**src/rtl/dma3d_pkg.sv**
```systemverilog
package dma3d_pkg;
  parameter int ADDR_W = 32;
  parameter int CNT_W  = 16;
  parameter int IDX_W  = 16;
  parameter int NSETS  = 4;
  parameter int LINK_W = $clog2(NSETS);
  parameter int PEND_W = 4;

  typedef enum logic [1:0] {
    SYNC_ARRAY = 2'd0,
    SYNC_FRAME = 2'd1,
    SYNC_BLOCK = 2'd2,
    SYNC_BLK2  = 2'd3
  } syncE;

  typedef struct packed {
    logic [CNT_W-1:0]        byteCnt;
    logic [CNT_W-1:0]        arrCnt;
    logic [CNT_W-1:0]        frmCnt;
    logic [ADDR_W-1:0]       srcBase;
    logic [ADDR_W-1:0]       dstBase;
    logic signed [IDX_W-1:0] srcArrIdx;
    logic signed [IDX_W-1:0] dstArrIdx;
    logic signed [IDX_W-1:0] srcFrmIdx;
    logic signed [IDX_W-1:0] dstFrmIdx;
    logic                    srcConst;
    logic                    dstConst;
    logic                    interm;
    syncE                    sync;
    logic [LINK_W-1:0]       link;
  } parSetT;

  // control -> datapath
  typedef struct packed {
    logic start;   // begin a sync unit (loads counters if block not begun)
    logic step;    // current pair accepted
    logic finish;  // last pair of the block accepted
  } strobeT;

  // datapath -> control
  typedef struct packed {
    logic setValid;
    logic lastByte;
    logic lastArr;
    logic lastFrm;
    logic interm;
    syncE sync;
  } statT;

  function automatic parSetT nullSet();
    parSetT p;
    p = '0;
    p.link = '1;
    return p;
  endfunction
endpackage

```
**src/rtl/dma3d_ctrl.sv**
```systemverilog
module dma3d_ctrl
  import dma3d_pkg::*;
(
  input  logic   clk,
  input  logic   rst,
  input  logic   syncIn,
  input  logic   outReady,
  input  statT   stat,
  output strobeT strb,
  output logic   outValid,
  output logic   cpl
);
  localparam int PEND_MAX = (1 << PEND_W) - 1;

  typedef enum logic {ST_IDLE, ST_RUN} stE;

  stE              state, stateNext;
  logic [PEND_W-1:0] pend, pendNext;
  logic [PEND_W:0]   avail, pendRaw;
  logic fire, arrEnd, frmEnd, blkEnd, unitEnd, haveReq;

  always_comb begin
    fire    = (state == ST_RUN) && outReady;
    arrEnd  = fire && stat.lastByte;
    frmEnd  = arrEnd && stat.lastArr;
    blkEnd  = frmEnd && stat.lastFrm;
    case (stat.sync)
      SYNC_ARRAY: unitEnd = arrEnd;
      SYNC_FRAME: unitEnd = frmEnd;
      default:    unitEnd = blkEnd;
    endcase
    avail   = {1'b0, pend} + (PEND_W+1)'(syncIn);
    haveReq = (avail != '0);

    strb.step   = fire;
    strb.finish = blkEnd;
    strb.start  = ((state == ST_IDLE) && stat.setValid && haveReq) ||
                  (unitEnd && !blkEnd && haveReq);

    pendRaw  = avail - (PEND_W+1)'(strb.start);
    pendNext = (pendRaw > (PEND_W+1)'(PEND_MAX)) ? PEND_W'(PEND_MAX)
                                                 : pendRaw[PEND_W-1:0];
    if ((state == ST_IDLE) && !stat.setValid) pendNext = '0;

    stateNext = state;
    if (state == ST_IDLE) begin
      if (strb.start) stateNext = ST_RUN;
    end else if (unitEnd && !strb.start) begin
      stateNext = ST_IDLE;
    end
  end

  always_ff @(posedge clk) begin
    if (rst) begin
      state <= ST_IDLE;
      pend  <= '0;
      cpl   <= 1'b0;
    end else begin
      state <= stateNext;
      pend  <= pendNext;
      cpl   <= blkEnd || (unitEnd && stat.interm);
    end
  end

  assign outValid = (state == ST_RUN);
endmodule

```
**src/rtl/dma3d_dpath.sv**
```systemverilog
module dma3d_dpath
  import dma3d_pkg::*;
(
  input  logic              clk,
  input  logic              rst,
  input  logic              cfgWe,
  input  logic [LINK_W-1:0] cfgSet,
  input  logic [2:0]        cfgWord,
  input  logic [31:0]       cfgData,
  input  strobeT            strb,
  output statT              stat,
  output logic [ADDR_W-1:0] srcAddr,
  output logic [ADDR_W-1:0] dstAddr
);
  parSetT sets [NSETS];
  parSetT act;
  logic [CNT_W-1:0] aRem, bRem, cRem;
  logic begun;
  logic loadNow;
  logic unusedCfg;

  assign act       = sets[0];
  assign loadNow   = strb.start && !begun;
  assign unusedCfg = &{1'b0, cfgData[23:21], cfgData[31:24+LINK_W]};

  // parameter store; slot 0 is the active set
  always_ff @(posedge clk) begin
    if (rst) begin
      for (int i = 0; i < NSETS; i++) sets[i] <= nullSet();
    end else begin
      if (strb.finish)
        sets[0] <= (act.link == '1) ? nullSet() : sets[act.link];
      if (cfgWe) begin
        case (cfgWord)
          3'd0: begin
            sets[cfgSet].byteCnt <= cfgData[15:0];
            sets[cfgSet].arrCnt  <= cfgData[31:16];
          end
          3'd1: begin
            sets[cfgSet].frmCnt   <= cfgData[15:0];
            sets[cfgSet].sync     <= syncE'(cfgData[17:16]);
            sets[cfgSet].srcConst <= cfgData[18];
            sets[cfgSet].dstConst <= cfgData[19];
            sets[cfgSet].interm   <= cfgData[20];
            sets[cfgSet].link     <= cfgData[24 +: LINK_W];
          end
          3'd2: sets[cfgSet].srcBase <= cfgData;
          3'd3: sets[cfgSet].dstBase <= cfgData;
          3'd4: begin
            sets[cfgSet].srcArrIdx <= cfgData[15:0];
            sets[cfgSet].dstArrIdx <= cfgData[31:16];
          end
          3'd5: begin
            sets[cfgSet].srcFrmIdx <= cfgData[15:0];
            sets[cfgSet].dstFrmIdx <= cfgData[31:16];
          end
          default: ;
        endcase
      end
    end
  end

  // three-level counters
  always_ff @(posedge clk) begin
    if (rst) begin
      aRem <= '0; bRem <= '0; cRem <= '0; begun <= 1'b0;
    end else if (loadNow) begin
      aRem <= act.byteCnt; bRem <= act.arrCnt; cRem <= act.frmCnt;
      begun <= 1'b1;
    end else if (strb.step) begin
      if (strb.finish) begun <= 1'b0;
      if (!stat.lastByte) begin
        aRem <= aRem - 1'b1;
      end else begin
        aRem <= act.byteCnt;
        if (!stat.lastArr) begin
          bRem <= bRem - 1'b1;
        end else begin
          bRem <= act.arrCnt;
          cRem <= cRem - 1'b1;
        end
      end
    end
  end

  // per-side address walkers
  for (genvar s = 0; s < 2; s++) begin : g_side
    logic [ADDR_W-1:0] addr, arrS, frmS, base, bStep, cStep;
    logic signed [IDX_W-1:0] bIdx, cIdx;
    logic cnst;

    assign base  = (s == 0) ? act.srcBase   : act.dstBase;
    assign bIdx  = (s == 0) ? act.srcArrIdx : act.dstArrIdx;
    assign cIdx  = (s == 0) ? act.srcFrmIdx : act.dstFrmIdx;
    assign cnst  = (s == 0) ? act.srcConst  : act.dstConst;
    assign bStep = arrS + {{(ADDR_W-IDX_W){bIdx[IDX_W-1]}}, bIdx};
    assign cStep = frmS + {{(ADDR_W-IDX_W){cIdx[IDX_W-1]}}, cIdx};

    always_ff @(posedge clk) begin
      if (rst) begin
        addr <= '0; arrS <= '0; frmS <= '0;
      end else if (loadNow) begin
        addr <= base; arrS <= base; frmS <= base;
      end else if (strb.step && !cnst) begin
        if (!stat.lastByte) begin
          addr <= addr + 1'b1;
        end else if (!stat.lastArr) begin
          addr <= bStep; arrS <= bStep;
        end else begin
          addr <= cStep; arrS <= cStep; frmS <= cStep;
        end
      end
    end
  end

  assign srcAddr = g_side[0].addr;
  assign dstAddr = g_side[1].addr;

  always_comb begin
    stat.setValid = (act.byteCnt != '0) && (act.arrCnt != '0) && (act.frmCnt != '0);
    stat.lastByte = (aRem == CNT_W'(1));
    stat.lastArr  = (bRem == CNT_W'(1));
    stat.lastFrm  = (cRem == CNT_W'(1));
    stat.interm   = act.interm;
    stat.sync     = act.sync;
  end
endmodule

```
**src/rtl/dma3d_seq.sv**
```systemverilog
module dma3d_seq
  import dma3d_pkg::*;
(
  input  logic              clk,
  input  logic              rst,
  input  logic              cfgWe,
  input  logic [LINK_W-1:0] cfgSet,
  input  logic [2:0]        cfgWord,
  input  logic [31:0]       cfgData,
  input  logic              syncIn,
  output logic              outValid,
  input  logic              outReady,
  output logic [ADDR_W-1:0] outSrc,
  output logic [ADDR_W-1:0] outDst,
  output logic              cpl
);
  strobeT strb;
  statT   stat;

  dma3d_ctrl u_ctrl (
    .clk(clk), .rst(rst), .syncIn(syncIn), .outReady(outReady),
    .stat(stat), .strb(strb), .outValid(outValid), .cpl(cpl)
  );

  dma3d_dpath u_dpath (
    .clk(clk), .rst(rst), .cfgWe(cfgWe), .cfgSet(cfgSet), .cfgWord(cfgWord),
    .cfgData(cfgData), .strb(strb), .stat(stat),
    .srcAddr(outSrc), .dstAddr(outDst)
  );
endmodule

```
**config.mk**
```make
export PLATFORM = sky130hd
export DESIGN_NAME = dma3d_seq
export DESIGN_NICKNAME = d
export VERILOG_FILES = /design/src/rtl/dma3d_pkg.sv /design/src/rtl/dma3d_ctrl.sv /design/src/rtl/dma3d_dpath.sv /design/src/rtl/dma3d_seq.sv
export SDC_FILE = /design/constraint.sdc
export NUM_CORES = 2
export LEC_CHECK = 0
export ABC_AREA = 1
export ABC_CLOCK_PERIOD_IN_PS = 2750
export BUFFER_PORTS_ARGS = -buffer_cell sky130_fd_sc_hd__buf_4
export CORE_MARGIN = 3
export CORE_UTILIZATION = 55
export CTS_CLUSTER_SIZE = 20
export DETAILED_ROUTE_END_ITERATION = 6
export PLACE_DENSITY = 0.74
export SETUP_SLACK_MARGIN = 0.1
export SLEW_MARGIN = 10
export SYNTH_ARGS = -nofsm -noshare
export SYNTH_HDL_FRONTEND = slang
export SYNTH_HIERARCHICAL = 1
export SYNTH_SLANG_ARGS = --single-unit
```
**constraint.sdc**
```tcl
create_clock -name clk -period 2.75 [get_ports clk]
set_input_delay 0.275 -clock clk [delete_from_list [all_inputs] [get_ports clk]]
set_output_delay 0.275 -clock clk [all_outputs]
set_load 0.02 [all_outputs]
```
==> metrics.md <==
| Metric | Value |
|---|---|
| Failing checks | DRC, setup timing |
| CP Class | flop to flop |
| Rel. slew slack | 32.9% |
| Unrepaired setup endpoints after global routing | true |
| Area delta synth->final | 19.8% |
| GRT Residual Overflow | 0 |
| Hold Path Class | input pin to flop |
| I/O Pins | 108 |
| CTS tree | built |
| Area of the die | between 100000 and 150000 sq um |
| Routed vias/inst | ~6 |
| Drc violations | 36 |
| Max_cap viols | 0 |
| Num CTS Buffers | between 100 and 150 |
| Yosys warns | 6 |
| Initial drt markers | 8004 |
| First-pass GRT wire length | 315000 microns |
| Smallest hold slack | 0.0257 ns |
| Cell count after synthesis | 7254 |
| Finished Core Util | 66.7% |
| Number of flops mapped to enable cells by yosys | 730 |
| CORE AREA | 100000 sq um |
| GP Congestion | 1.02 |
| Initial Util | 55.7% |
| Hold Vio Cnt, Final | 0 |
| Min Clock Period, post-route | 3.32 ns |
| Pre-antenna DRT Iters | 7 |
| DP Area | slightly above 60000 sq um |
| CP Data Required Time | 3.32 ns |
| CTS sink cnt | 977 |
| Pleak | 27.9 nW |
| Fill count | 8478 |
| Status | finished with violations |
| Max Slew Vio Count | 0 |
| CTS root buffer | clkbuf_16 |
| Clock latency at the later pin of the worst-skew pair | 0.71 ns |
| Vias in the first global route | 50.9k |
| Max VDD drop | 611 uV |
| Final worst slack | -0.571 ns |
| Setup-failing EPs final | 485 |
| Final instance area | 67000 sq um |
| Area of the mapped netlist | 55900 sq um |
| Post-DRT Antenna Nets | 0 |
| Main flop type after synthesis | edfxtp_1 |
| Final setup TNS | -127.20 ns |
| Layout cells sized above 1 | approximately 14% |
| Total GRT Usage | between 30% and 40% |
| PortBufs | 107 |
| CTS clk-pin slew, worst paths | around 0.06 ns |
| Slew @ Worst Pin | 1.01 ns |
| Final clock period utilization by the worst path | 121% |
| Dpl hpwl | 145000 microns |
| Initial antenna violation count | 5 |
| Register area | 26900 sq um |
| Syn Area/Cell | 7.71 sq um |
| CTS max path bufs | 3 |
| Pwr Density | 995 nW/um^2 |
| Power consumption | 66.7 mW |
| Seq/Total Area, Yosys | between 40% and 50% |
| Post-synthesis register bit count | 977 |
| Detailed-route via count | approximately 55k |
| Max Freq | 301 MHz |
| Type of origin of the critical path | flop |
| Multi-input gate area | about 26000 sq um |
| Die Y | 325 microns |
| Detailed Route WL | roughly 220000 microns |
| Async SR Flop Fraction | 0% |
| Worst-path fanout max | 7 |
| # rows | 116 |
| CP endpoint kind | flop |
| Worst Skew | 0.0451 ns |
| Die Width | 325 microns |
| CP arrival | 3.89 ns |
| Largest net degree at the start of global routing | 115 |
| Post-Syn Nets | 7436 |
| NumNets Final | 7789 |
| H-tree Lvls | 3 |
| Post-synthesis cell type count | 62 |
| DR WL/cell | 23.8 microns |
## report_power, final
part / internal, mW / switching (mW) / total [mW] / leakage (nW)
Sequential: 17.9 / 1.97 / 19.9 / 8.97
Clock: 7.83 / 6.12 / 13.9 / 1.62
Combinational: 12.8 / 20.0 / 32.9 / 17.3
Total: 38.6 / 28.1 / 66.7 / 27.9
## area by class of cell
class / instances / share of cell area [%]
inverter: 585 / 3.39
antenna: 4 / 0.0149
clock buffer: 137 / 4.16
clock inverter: 60 / 0.838
timing repair buffer: 658 / 9.87
timing repair inverter: 1 / 0.0131
multi-input combinational: 5280 / 39.1
sequential: 977 / 40.1
tap: 1357 / 2.53
## cell usage in the layout, fill, tap and decap left out, types with 23 or more instances in the layout
master	instances
nand2_1	1396
nor2_1	1311
o21ai_0	870
edfxtp_1	730
inv_1	545
a21oi_1	512
buf_4	500
nand3_1	301
dfxtp_1	241
ha_1	134
clkbuf_16	113
o21ai_1	113
buf_12	62
a31oi_1	62
nor3_1	57
xor2_1	56
buf_6	44
xnor2_1	43
nand4_1	42
nor2_2	39
o21bai_1	37
o22ai_1	36
nor2_4	31
o21ai_2	31
clkbuf_1	28
inv_2	23
## per-layer routing
layer	wire length [microns]	share of wire, %	GRT usage, %	vias to the layer above
met4	13400	6.2	21.1	6
met2	93800	44	59.4	3651
met1	80600	37	51.6	25598
met3	27700	13	9.21	659
li1	-	-	-	25163
met5	39	0.018	0	-
## Yosys cell counts (43+ instances only)
master	number	area share (%)
buf_2	64	0.57
nor3_1	61	0.55
edfxtp_1	730	39
o21ai_1	46	0.41
dfxtp_1	247	8.8
nor2_1	1360	9.1
a21oi_1	535	4.8
ha_1	136	3.0
inv_1	566	3.8
o21ai_0	970	8.7
clkbuf_1	288	1.9
nand3_1	316	2.8
xor2_1	56	0.88
nand2_1	1416	9.5
a31oi_1	63	0.70
xnor2_1	43	0.67
## critical path: stages (launching register included)
cell and delay (ns):
dfxtp_1 0.32, inv_2 0.08, ha_4 0.14, inv_1 0.06, nor3_2 0.17, nand4_1 0.14, buf_6 0.17, inv_4 0.06
inv_2 0.04, nor2_4 0.11, nand4_1 0.10, nand2_1 0.10, nand2_2 0.07, inv_2 0.07, inv_2 0.04, nor2_4 0.21
clkinv_4 0.20, nand2_8 0.13, inv_12 0.06, nor2_4 0.14, inv_4 0.06, nor2_8 0.23, inv_2 0.09, buf_4 0.16
nor2_1 0.15, a21oi_2 0.08
## stage by stage
step                setup WS (ns)  std cells
floorplan                  0.0206       7254
global placement           -0.719       8734
detailed placement         -0.764       8734
CTS                        -0.234       9024
global route               -0.641       9057
finish                     -0.571       9059
## registers in the layout, summed over array words and instances (netlist names), 4 cells and up
| register | cells |
|---|---|
| u_dpath/bRem | 16 |
| u_dpath/g_side.frmS | 64 |
| u_dpath/srcAddr | 32 |
| u_dpath/g_side.arrS | 64 |
| u_dpath/aRem | 16 |
| u_dpath/cRem | 16 |
| u_dpath/dstAddr | 32 |
| u_dpath/sets | 730 |
| u_ctrl/pend | 4 |
## worst paths after layout
path	from	to	slack (ns)	cells past startpoint
worst min register to register	u_dpath/g_side[1].frmS[4]$_SDFFE_PP0P_	u_dpath/g_side[1].frmS[4]$_SDFFE_PP0P_	0.48	2
worst max-delay path	u_dpath/aRem[1]$_SDFFE_PP0P_	u_dpath/g_side[0].frmS[27]$_SDFFE_PP0P_	-0.57	25
worst min-delay path	cfgData[1]	u_dpath/sets[3][104]$_DFFE_PP_	0.03	3
worst max register to register	u_dpath/aRem[1]$_SDFFE_PP0P_	u_dpath/g_side[0].frmS[27]$_SDFFE_PP0P_	-0.57	25
## logic make-up (layout without fill, tap and decap cells)
family | count (synthesis) | in the layout | share of synthesized area [%]
adders and majority gates | 140 | 140 | 3.19
and+or+nand+nor | 3282 | 3282 | 23.7
AOI/OAI and AO/OA | 1759 | 1759 | 16.5
other | 0 | 4 | 0
DFF | 977 | 977 | 48.0
xor gates and xnor gates | 99 | 99 | 1.55
buffers and inverters | 997 | 1441 | 7.01
## repair_timing
item                                    CTS  global route
pin swaps                                53            56
setup buffers                            59            23
gates resized for setup                 255           191
endpoints found under the setup margin  790           793
cloned                                   24            11
hold buffers                             12             0
endpoints found under the hold margin    23             0
Note: power is estimated with default switching activity, not from simulation.
